$ cat config.mk
export PLATFORM = sky130hd
export DESIGN_NAME = board_ctl_regs
export DESIGN_NICKNAME = d
export VERILOG_FILES = /design/src/rtl/bcr_pkg.sv /design/src/rtl/bcr_sync.sv /design/src/rtl/bcr_abort.sv /design/src/rtl/bcr_rstreq.sv /design/src/rtl/board_ctl_regs.sv
export SDC_FILE = /design/constraint.sdc
export NUM_CORES = 1
export LEC_CHECK = 0
export ABC_AREA = 1
export BUFFER_PORTS_ARGS = -buffer_cell sky130_fd_sc_hd__buf_2
export CAP_MARGIN = 20
export CORE_ASPECT_RATIO = 1.75
export CORE_MARGIN = 2
export CORE_UTILIZATION = 50
export DETAILED_ROUTE_END_ITERATION = 12
export PLACE_DENSITY = 0.76
export SETUP_SLACK_MARGIN = 0.02
export SLEW_MARGIN = 20
export SYNTH_ARGS = -nofsm -noshare
export SYNTH_HDL_FRONTEND = slang
export SYNTH_SLANG_ARGS = --single-unit
$ cat constraint.sdc
create_clock -name clk -period 1.6 [get_ports clk]
set_clock_uncertainty 0.1 [all_clocks]
set_input_delay 0.24 -clock clk [delete_from_list [all_inputs] [get_ports clk]]
set_output_delay 0.24 -clock clk [all_outputs]
set_load 0.02 [all_outputs]
$ cat src/rtl/bcr_pkg.sv
package bcr_pkg;
  localparam int DATA_W = 8;
  localparam int ADDR_W = 3;

  localparam logic [ADDR_W-1:0] OFS_ABORT = 3'd0;
  localparam logic [ADDR_W-1:0] OFS_CTRL  = 3'd1;
  localparam logic [ADDR_W-1:0] OFS_PRES  = 3'd4;
  localparam logic [ADDR_W-1:0] OFS_CFG   = 3'd5;
  localparam logic [ADDR_W-1:0] OFS_TBEN  = 3'd6;
  localparam logic [ADDR_W-1:0] OFS_GEO   = 3'd7;

  localparam int ABT_BIT  = 7;
  localparam int LED_BIT  = 0;
  localparam int RST_BIT  = 1;
  localparam int MASK_BIT = 2;
  localparam int SPD0_BIT = 4;
  localparam int SPD1_BIT = 5;
  localparam int TBEN_BIT = 0;

  typedef struct packed {
    logic led;
    logic mask;
    logic tben;
  } ctl_t;

  localparam ctl_t CTL_RESET = '{led: 1'b0, mask: 1'b0, tben: 1'b1};
endpackage

$ cat src/rtl/bcr_sync.sv
module bcr_sync #(
  parameter int W = 1,
  parameter int STAGES = 2,
  parameter logic [W-1:0] RST_VAL = '0
) (
  input  logic         clk,
  input  logic         rst_n,
  input  logic [W-1:0] d_i,
  output logic [W-1:0] q_o
);
  logic [W-1:0] stage_q [STAGES];

  always_ff @(posedge clk or negedge rst_n) begin
    if (!rst_n) begin
      for (int i = 0; i < STAGES; i++) stage_q[i] <= RST_VAL;
    end else begin
      stage_q[0] <= d_i;
      for (int i = 1; i < STAGES; i++) stage_q[i] <= stage_q[i-1];
    end
  end

  assign q_o = stage_q[STAGES-1];
endmodule

$ cat src/rtl/bcr_abort.sv
module bcr_abort (
  input  logic clk,
  input  logic rst_n,
  input  logic btn_n_s,
  input  logic wr_raise,
  input  logic wr_clear,
  input  logic mask,
  output logic pend_o,
  output logic irq_o
);
  logic prev_q, pend_q, press;

  assign press = prev_q & ~btn_n_s;

  always_ff @(posedge clk or negedge rst_n) begin
    if (!rst_n) begin
      prev_q <= 1'b1;
      pend_q <= 1'b0;
    end else begin
      prev_q <= btn_n_s;
      if (press || wr_raise) pend_q <= 1'b1;
      else if (wr_clear)     pend_q <= 1'b0;
    end
  end

  assign pend_o = pend_q;
  assign irq_o  = pend_q & ~mask;

  assert_press_sets_R4: assert property (@(posedge clk) disable iff (!rst_n)
    press |=> pend_q);
  assert_wr_raise_R2: assert property (@(posedge clk) disable iff (!rst_n)
    wr_raise |=> pend_q);
  assert_wr_clear_R2: assert property (@(posedge clk) disable iff (!rst_n)
    (wr_clear && !press) |=> !pend_q);
endmodule

$ cat src/rtl/bcr_rstreq.sv
module bcr_rstreq (
  input  logic clk,
  input  logic rst_n,
  input  logic set_i,
  input  logic done_i,
  output logic req_o
);
  logic req_q;

  always_ff @(posedge clk or negedge rst_n) begin
    if (!rst_n)      req_q <= 1'b0;
    else if (set_i)  req_q <= 1'b1;
    else if (done_i) req_q <= 1'b0;
  end

  assign req_o = req_q;

  assert_req_hold_R7: assert property (@(posedge clk) disable iff (!rst_n)
    (req_q && !done_i) |=> req_q);
  assert_done_clear_R7: assert property (@(posedge clk) disable iff (!rst_n)
    (done_i && !set_i) |=> !req_q);
endmodule

$ cat src/rtl/board_ctl_regs.sv
module board_ctl_regs
  import bcr_pkg::*;
#(
  parameter int PD_W = 8,
  parameter int CFG_W = 8,
  parameter int GA_W = 6,
  parameter int SYNC_STAGES = 2
) (
  input  logic              clk,
  input  logic              rst_n,
  input  logic              cs_i,
  input  logic [ADDR_W-1:0] addr_i,
  input  logic              rd_i,
  input  logic              wr_i,
  input  logic [DATA_W-1:0] wdata_i,
  output logic [DATA_W-1:0] rdata_o,
  input  logic              abort_sw_n_i,
  input  logic [1:0]        spd_strap_i,
  input  logic [PD_W-1:0]   present_i,
  input  logic [CFG_W-1:0]  cfg_sw_i,
  input  logic [GA_W-1:0]   geo_sw_i,
  input  logic              rst_done_i,
  output logic              abort_irq_o,
  output logic              fail_led_o,
  output logic              hard_rst_req_o,
  output logic              tb_en_o
);
  localparam int SYN_W = 1 + 2 + PD_W + CFG_W + GA_W;
  localparam logic [SYN_W-1:0] SYN_RST = {1'b1, {(SYN_W-1){1'b0}}};

  logic [SYN_W-1:0] syn_in, syn_out;
  logic             btn_n_s;
  logic [1:0]       spd_s;
  logic [PD_W-1:0]  pd_s;
  logic [CFG_W-1:0] cfg_s;
  logic [GA_W-1:0]  ga_s;

  assign syn_in = {abort_sw_n_i, spd_strap_i, present_i, cfg_sw_i, geo_sw_i};
  assign {btn_n_s, spd_s, pd_s, cfg_s, ga_s} = syn_out;

  bcr_sync #(.W(SYN_W), .STAGES(SYNC_STAGES), .RST_VAL(SYN_RST)) u_sync (
    .clk(clk), .rst_n(rst_n), .d_i(syn_in), .q_o(syn_out));

  logic rd_hit, wr_hit, wr_abort, wr_ctrl, wr_tben;
  assign rd_hit   = cs_i & rd_i;
  assign wr_hit   = cs_i & wr_i;
  assign wr_abort = wr_hit && (addr_i == OFS_ABORT);
  assign wr_ctrl  = wr_hit && (addr_i == OFS_CTRL);
  assign wr_tben  = wr_hit && (addr_i == OFS_TBEN);

  ctl_t ctl_q;
  always_ff @(posedge clk or negedge rst_n) begin
    if (!rst_n) ctl_q <= CTL_RESET;
    else begin
      if (wr_ctrl) begin
        ctl_q.led  <= wdata_i[LED_BIT];
        ctl_q.mask <= wdata_i[MASK_BIT];
      end
      if (wr_tben) ctl_q.tben <= wdata_i[TBEN_BIT];
    end
  end

  logic pend, req;

  bcr_abort u_abort (
    .clk(clk), .rst_n(rst_n), .btn_n_s(btn_n_s),
    .wr_raise(wr_abort & ~wdata_i[ABT_BIT]),
    .wr_clear(wr_abort &  wdata_i[ABT_BIT]),
    .mask(ctl_q.mask), .pend_o(pend), .irq_o(abort_irq_o));

  bcr_rstreq u_rstreq (
    .clk(clk), .rst_n(rst_n), .set_i(wr_ctrl & wdata_i[RST_BIT]),
    .done_i(rst_done_i), .req_o(req));

  logic [DATA_W-1:0] rd_mux;
  always_comb begin
    rd_mux = '0;
    unique case (addr_i)
      OFS_ABORT: rd_mux[ABT_BIT] = btn_n_s;
      OFS_CTRL: begin
        rd_mux[LED_BIT]  = ctl_q.led;
        rd_mux[RST_BIT]  = req;
        rd_mux[MASK_BIT] = ctl_q.mask;
        rd_mux[SPD0_BIT] = spd_s[0];
        rd_mux[SPD1_BIT] = spd_s[1];
      end
      OFS_PRES: rd_mux[PD_W-1:0]  = pd_s;
      OFS_CFG:  rd_mux[CFG_W-1:0] = cfg_s;
      OFS_TBEN: rd_mux[TBEN_BIT]  = ctl_q.tben;
      OFS_GEO:  rd_mux[GA_W-1:0]  = ga_s;
      default:  rd_mux = '0;
    endcase
  end

  logic [DATA_W-1:0] rdata_q;
  always_ff @(posedge clk or negedge rst_n) begin
    if (!rst_n)      rdata_q <= '0;
    else if (rd_hit) rdata_q <= rd_mux;
  end

  assign rdata_o        = rdata_q;
  assign fail_led_o     = ctl_q.led;
  assign tb_en_o        = ctl_q.tben;
  assign hard_rst_req_o = req;

  assert_rdata_hold_R12: assert property (@(posedge clk) disable iff (!rst_n)
    !rd_hit |=> $stable(rdata_o));
  assert_tben_write_R10: assert property (@(posedge clk) disable iff (!rst_n)
    wr_tben |=> (tb_en_o == $past(wdata_i[TBEN_BIT])));
  assert_mask_quiet_R5: assert property (@(posedge clk) disable iff (!rst_n)
    ctl_q.mask |-> !abort_irq_o);
  assert_led_write_R6: assert property (@(posedge clk) disable iff (!rst_n)
    wr_ctrl |=> (fail_led_o == $past(wdata_i[LED_BIT])));
endmodule

==> key figures, run 1 <==
Floorplanning
  • Rows: 31
  • I/O Pins: 54
  • Die area: 4730 sq um
  • Initial core utilization: 0.513
  • Die width: 52.9 microns
  • Core ar.: 4070 sq um
  • Die height: 89.5 microns

Setup path
  • Crit-path max FO: 3
  • CP max-delay cell: dfstp_2
  • CP peak stage delay: 0.54 ns
  • Cell family contributing the most delay on the critical path: flip-flops
  • Worst Setup Start Kind: flip-flop
  • CP startpoint: tb_en_o
  • CP bufs+invs: 1
  • WP data required: 1.26 ns
  • Reg-to-Reg Start: u_sync.q_o[24]
  • Cell Chain, Critical Path: buf_2
  • Crit Path Class: reg -> out
  • Critical path arrival: 1.03 ns
  • Crit path capture type: primary output

CTS
  • H-tree levels: 3
  • Cts hold-fix bufs: 27
  • Number of gates resized after CTS: 0
  • Post-CTS Setup Inserts: 0
  • Clock-pin slew on the worst setup and hold paths: 0.07 ns
  • Clk sink count: 64
  • Root buffer cell: clkbuf_8
  • Max Root-Sink Buffers: 2
  • CTS buffer count: 9
  • Skew-Pair Late Insertion Delay: 0.33 ns
  • CTS tree: done

Yosys
  • Synthesized instance count: 167
  • Sequential share of the synthesized area: 0.769
  • Seq cells post-synth: 64
  • Post-Synthesis Cell Area: 2090 sq um
  • Mapped Nets: 209
  • Syn Area/Cell: 12.5 sq um
  • Ys Warns: 0
  • Synth cell types: 20

Power and ir drop
  • Cell Pwr Density: 1200 nW/um^2
  • Peak supply drop: 1270 uV
  • Static leakage: 0.00144 uW

STA
  • Fin. Hold Viols: 0
  • Final Max Tran Viols: 0
  • Setup violators final: 0
  • Crit path time final: 1.37 ns
  • Highest clock rate: 0.728 GHz
  • Final TNS setup: 0 ns
  • PnR worst setup slack: 0.227 ns
  • Tcrit/Tclk final: 0.858
  • Slew Limit Headroom: 0.735
  • Tightest hold margin: 0.0166 ns
  • RSZ-0062 raised after global routing: no
  • Least-Margin Pin Slew: 0.394 ns

Finish
  • Ant diodes: 0
  • Nets: 294
  • Synth-to-layout area growth: 36.9%
  • Core Util, Final: 0.702
  • Layout cell share with drive strength beyond 1: 0.304
  • Non-Filler Instances: 306

Drt
  • Total vias in the final route: 1432
  • Via-to-Cell Ratio: 4.68
  • Initial DRC Count: 5
  • WL per Instance: 12.4 microns
  • DRC viols: 0
  • Final ANT Viol Nets: 0
  • TritonRoute pass-1 iters: 4
  • Total Wirelength: 3780 microns

GRT
  • First-pass GRT wire length: 6080 microns
  • Vias in the first global route: 1427
  • Largest net degree at the start of global routing: 65
  • GRT Util Overall: 0.190
  • Antenna violations before repair: 0
  • Total grt overflow: 0

Outcome
  • Status: completed

Run
  • Maximum Capacitance Violations: 0

Worst hold path
  • Hold crit path type: in -> reg
  • Worst Hold Launch: wdata_i[2]

Placement
  • RD Place Congestion: 0.833
  • IO Port Bufs: 49
  • Final HPWL DP: 2290 microns
  • Placed cells: 263
  • Pre-CTS setup slack: 0.191 ns
-- cell type report --
type	count	area (sq um)
well taps	49	61.3
fillers	318	1210
inverters	14	52.6
clock buffers	11	141
flip-flops and latches	64	1610
multi-input cells	85	399
repair buffers	78	543
clock inverters	5	56.3
-- power breakdown --
group	switching (uW)	internal (uW)	leakage, uW
registers	45.7	1730	0.000754
clock network	576	759	0.0000993
logic	186	143	0.000591
-- Yosys cell counts --
library cell,count,area (sq um)
dfrtp_1,60,1500
nand2_1,42,158
nand3_1,12,60.1
inv_1,9,33.8
nand4_1,9,56.3
o21ai_1,7,35.0
inv_2,5,18.8
dfstp_2,4,105
nor2_1,4,15.0
o21ai_0,4,20.0
buf_4,2,15.0
a31oi_1,1,6.26
buf_2,1,5.00
buf_6,1,11.3
nand3_2,1,10.0
nor2_2,1,6.26
nor2_4,1,11.3
nor3_1,1,5.00
o21bai_1,1,7.51
o221ai_1,1,8.76
-- state kept, by name, summed over array words and instances (netlist names) --
signal / cells
u_sync.q_o: 25
u_abort.prev_q: 1
u_sync.stage_q: 25
tb_en_o: 1
rdata_o: 8
fail_led_o: 1
u_rstreq.req_o: 1
u_abort.pend_o: 1
ctl_q: 1
-- metal layers --
layer | vias up | track usage | part of all wire
li1 | 710 | - | -
met1 | 677 | 0.195 | 0.35
met2 | 39 | 0.325 | 0.59
met3 | 6 | 0.0719 | 0.048
met4 | 0 | 0.103 | 0.014
met5 | - | 0 | 0
-- layout by cell type, fill, tap and decap left out, drive strengths merged --
| cell | n |
|---|---|
| nor2 | 6 |
| clkinv | 3 |
| a31oi | 1 |
| dfstp | 4 |
| dlygate4sd3 | 27 |
| clkbuf | 11 |
| nand3 | 13 |
| nor3 | 1 |
| inv | 14 |
| dfrtp | 60 |
| o21bai | 1 |
| clkinvlp | 1 |
| bufinv | 1 |
| nand4 | 9 |
| buf | 51 |
| o221ai | 1 |
| o21ai | 11 |
| nand2 | 42 |
-- final timing paths --
kind | endpoint | slack (ns) | depth (start not counted)
worst max-delay path | tb_en_o | 0.23 | 1
worst min-delay path | ctl_q[1] | 0.02 | 3
worst max register to register | rdata_o[7] | 0.59 | 4
worst min register to register | u_sync.q_o[6] | 0.24 | 0
max in group asynchronous | u_abort.prev_q | 0.74 | 3
min in group asynchronous | u_sync.q_o[11] | 0.34 | 3
-- cells by family after synthesis --
logic type      after synthesis  share of synthesized area
simple gates                 71                      0.154
flops                        64                      0.769
buf+inv                      18                     0.0401
compound gates               14                     0.0371
-- through the flow --
step	cell area, sq um	total power (uW)
finish	2860	3440
global route	2860	3610
CTS	2860	3470
detailed placement	2390	2090
global placement	2390	2080
floorplan	2090	1940
Power figures use the tool's default switching activity.
==> run 2: changes to the inputs <==
--- a/config.mk
+++ b/config.mk
@@ -12,7 +12,7 @@
 export CORE_MARGIN = 2
 export CORE_UTILIZATION = 50
 export DETAILED_ROUTE_END_ITERATION = 12
-export PLACE_DENSITY = 0.76
+export PLACE_DENSITY = 0.86
 export SETUP_SLACK_MARGIN = 0.02
 export SLEW_MARGIN = 20
 export SYNTH_ARGS = -nofsm -noshare
==> run 2 against run 1 <==
  * Core utilization decreased by 0.58 points
  * Clock-buffer cell count unchanged
  * Combinational power is essentially flat
  * Clock power decreased by 11%
  * Routed wire length up 5.3%
  * Design area is 0.83% lower
  * Sequential share of layout area rose by 0.47 points
==> key figures, run 2 (same netlist as run 1, synthesis figures left out) <==
Outcome
  • Status: completed (unchanged)

Drt
  • Total Wirelength: 3980 microns (was 3780 microns)
  • Final ANT Viol Nets: 0 (unchanged)
  • Total vias in the final route: 1494 (was 1432)
  • DRC viols: 0 (unchanged)
  • WL per Instance: 13.0 microns (was 12.4 microns)
  • Via-to-Cell Ratio: 4.88 (was 4.68)
  • Initial DRC Count: 24 (was 5)
  • TritonRoute pass-1 iters: 4 (unchanged)

STA
  • Final Max Tran Viols: 0 (unchanged)
  • RSZ-0062 raised after global routing: no (unchanged)
  • Tcrit/Tclk final: 0.853 (was 0.858)
  • Slew Limit Headroom: 0.741 (was 0.735)
  • Fin. Hold Viols: 0 (unchanged)
  • Least-Margin Pin Slew: 0.386 ns (was 0.394 ns)
  • Final TNS setup: 0 ns (unchanged)
  • Setup violators final: 0 (unchanged)
  • Highest clock rate: 0.733 GHz (was 0.728 GHz)
  • Crit path time final: 1.36 ns (was 1.37 ns)

CTS
  • Number of gates resized after CTS: 0 (unchanged)
  • Clk sink count: 64 (unchanged)
  • CTS buffer count: 9 (unchanged)
  • CTS tree: done (unchanged)
  • Post-CTS Setup Inserts: 0 (unchanged)
  • H-tree levels: 3 (unchanged)
  • Max Root-Sink Buffers: 2 (unchanged)
  • Skew-Pair Late Insertion Delay: 0.33 ns (about the same)
  • Clock-pin slew on the worst setup and hold paths: 0.07 ns (about the same)
  • Root buffer cell: clkbuf_8 (unchanged)
  • Cts hold-fix bufs: 27 (unchanged)

Placement
  • RD Place Congestion: 0.864 (was 0.833)
  • Final HPWL DP: 2330 microns (was 2290 microns)
  • IO Port Bufs: 49 (unchanged)

Floorplanning
  • Die height: 89.5 microns (unchanged)
  • Core ar.: 4070 sq um (unchanged)
  • Rows: 31 (unchanged)
  • Initial core utilization: 0.513 (unchanged)
  • Die width: 52.9 microns (unchanged)
  • I/O Pins: 54 (unchanged)
  • Die area: 4730 sq um (unchanged)

Power and ir drop
  • Static leakage: 0.00143 uW (was 0.00144 uW)
  • Cell Pwr Density: 1160 nW/um^2 (was 1200 nW/um^2)
  • Final Total Pwr: 3300 uW (was 3440 uW)
  • Peak supply drop: 1200 uV (was 1270 uV)

GRT
  • Antenna violations before repair: 0 (unchanged)
  • Total grt overflow: 0 (unchanged)
  • Largest net degree at the start of global routing: 65 (unchanged)
  • GRT Util Overall: 0.192 (was 0.190)
  • First-pass GRT wire length: 6180 microns (was 6080 microns)
  • Vias in the first global route: 1455 (was 1427)

Setup path
  • Cell Chain, Critical Path: buf_2 (unchanged)
  • WP data required: 1.26 ns (about the same)
  • Crit-path max FO: 3 (unchanged)
  • CP peak stage delay: 0.54 ns (about the same)
  • Critical path arrival: 1.02 ns (was 1.03 ns)
  • Worst Setup Start Kind: flip-flop (unchanged)
  • CP bufs+invs: 1 (unchanged)
  • Crit path capture type: primary output (unchanged)
  • Cell family contributing the most delay on the critical path: flip-flops (unchanged)
  • CP max-delay cell: dfstp_2 (unchanged)
  • Crit Path Class: reg -> out (unchanged)

Finish
  • Layout cell share with drive strength beyond 1: 0.304 (unchanged)
  • Ant diodes: 0 (unchanged)
  • Synth-to-layout area growth: 35.7% (was 36.9%)
  • Nets: 294 (unchanged)
  • Commonest non-fill, non-tap cell in the layout: dfrtp_1 (unchanged)
  • Commonest cells after routing, fill and taps aside: 60 x dfrtp_1, 49 x buf_2, 42 x nand2_1, 27 x dlygate4sd3_1, 12 x nand3_1 (unchanged)
  • Filler cells: 304 (was 318)

Run
  • Maximum Capacitance Violations: 0 (unchanged)

Worst hold path
  • Hold crit path type: in -> reg (unchanged)
[run 2: worst paths after layout]
kind	from	end	slack, ns	cells past startpoint
worst max-delay path	tb_en_o	tb_en_o	0.24	1
worst min-delay path	wdata_i[2]	ctl_q[1]	0.02	3
worst max register to register	u_sync.q_o[24]	rdata_o[7]	0.57	4
worst min register to register	u_sync.stage_q[39]	u_sync.q_o[14]	0.24	0
max in group asynchronous	rst_n	u_sync.stage_q[49]	0.75	3
min in group asynchronous	rst_n	u_sync.q_o[15]	0.35	3
[run 2: area by class of cell]
type / count / area [sq um] / share of cell area
sequential: 64 / 1610 / 0.566
timing repair buffer: 78 / 543 / 0.191
multi-input combinational: 85 / 399 / 0.141
clock buffer: 11 / 141 / 0.0498
tap: 49 / 61.3 / 0.0216
inverter: 14 / 52.6 / 0.0185
clock inverter: 5 / 32.5 / 0.0115
[run 2: worst register-to-register path: cells and delay by family (launching register included)]
kind | cells | cell delay [ns]
simple gates | 4 | 0.32
flops | 1 | 0.55
[run 2: through the flow]
stage / util / instance area (sq um) / setup WS, ns / hold slack [ns] / instances
5_1_grt: 0.696 / 2840 / 0.192 / 0.0158 / 306
3_3_place_gp: 0.587 / 2390 / 0.269 / 0.161 / 263
3_5_place_dp: 0.587 / 2390 / 0.223 / 0.167 / 263
6_report: 0.696 / 2840 / 0.236 / 0.0246 / 306
2_1_floorplan: - / 2090 / 0.521 / -0.156 / 167
4_1_cts: 0.696 / 2840 / 0.219 / 0.0117 / 306
[run 2: report_power, final]
| group | internal (uW) | total [uW] | switching (uW) |
|---|---|---|---|
| logic | 143 | 330 | 187 |
| clock network | 598 | 1190 | 588 |
| registers | 1730 | 1780 | 47.7 |
| total | 2470 | 3300 | 823 |
[run 2: routing by layer]
| metal | vias to the layer above | track usage | wire, microns |
|---|---|---|---|
| met3 | 11 | 0.0585 | 230 |
| li1 | 711 | - | - |
| met2 | 62 | 0.339 | 2250 |
| met4 | 0 | 0.119 | 119 |
| met5 | - | 0 | 0 |
| met1 | 710 | 0.191 | 1380 |
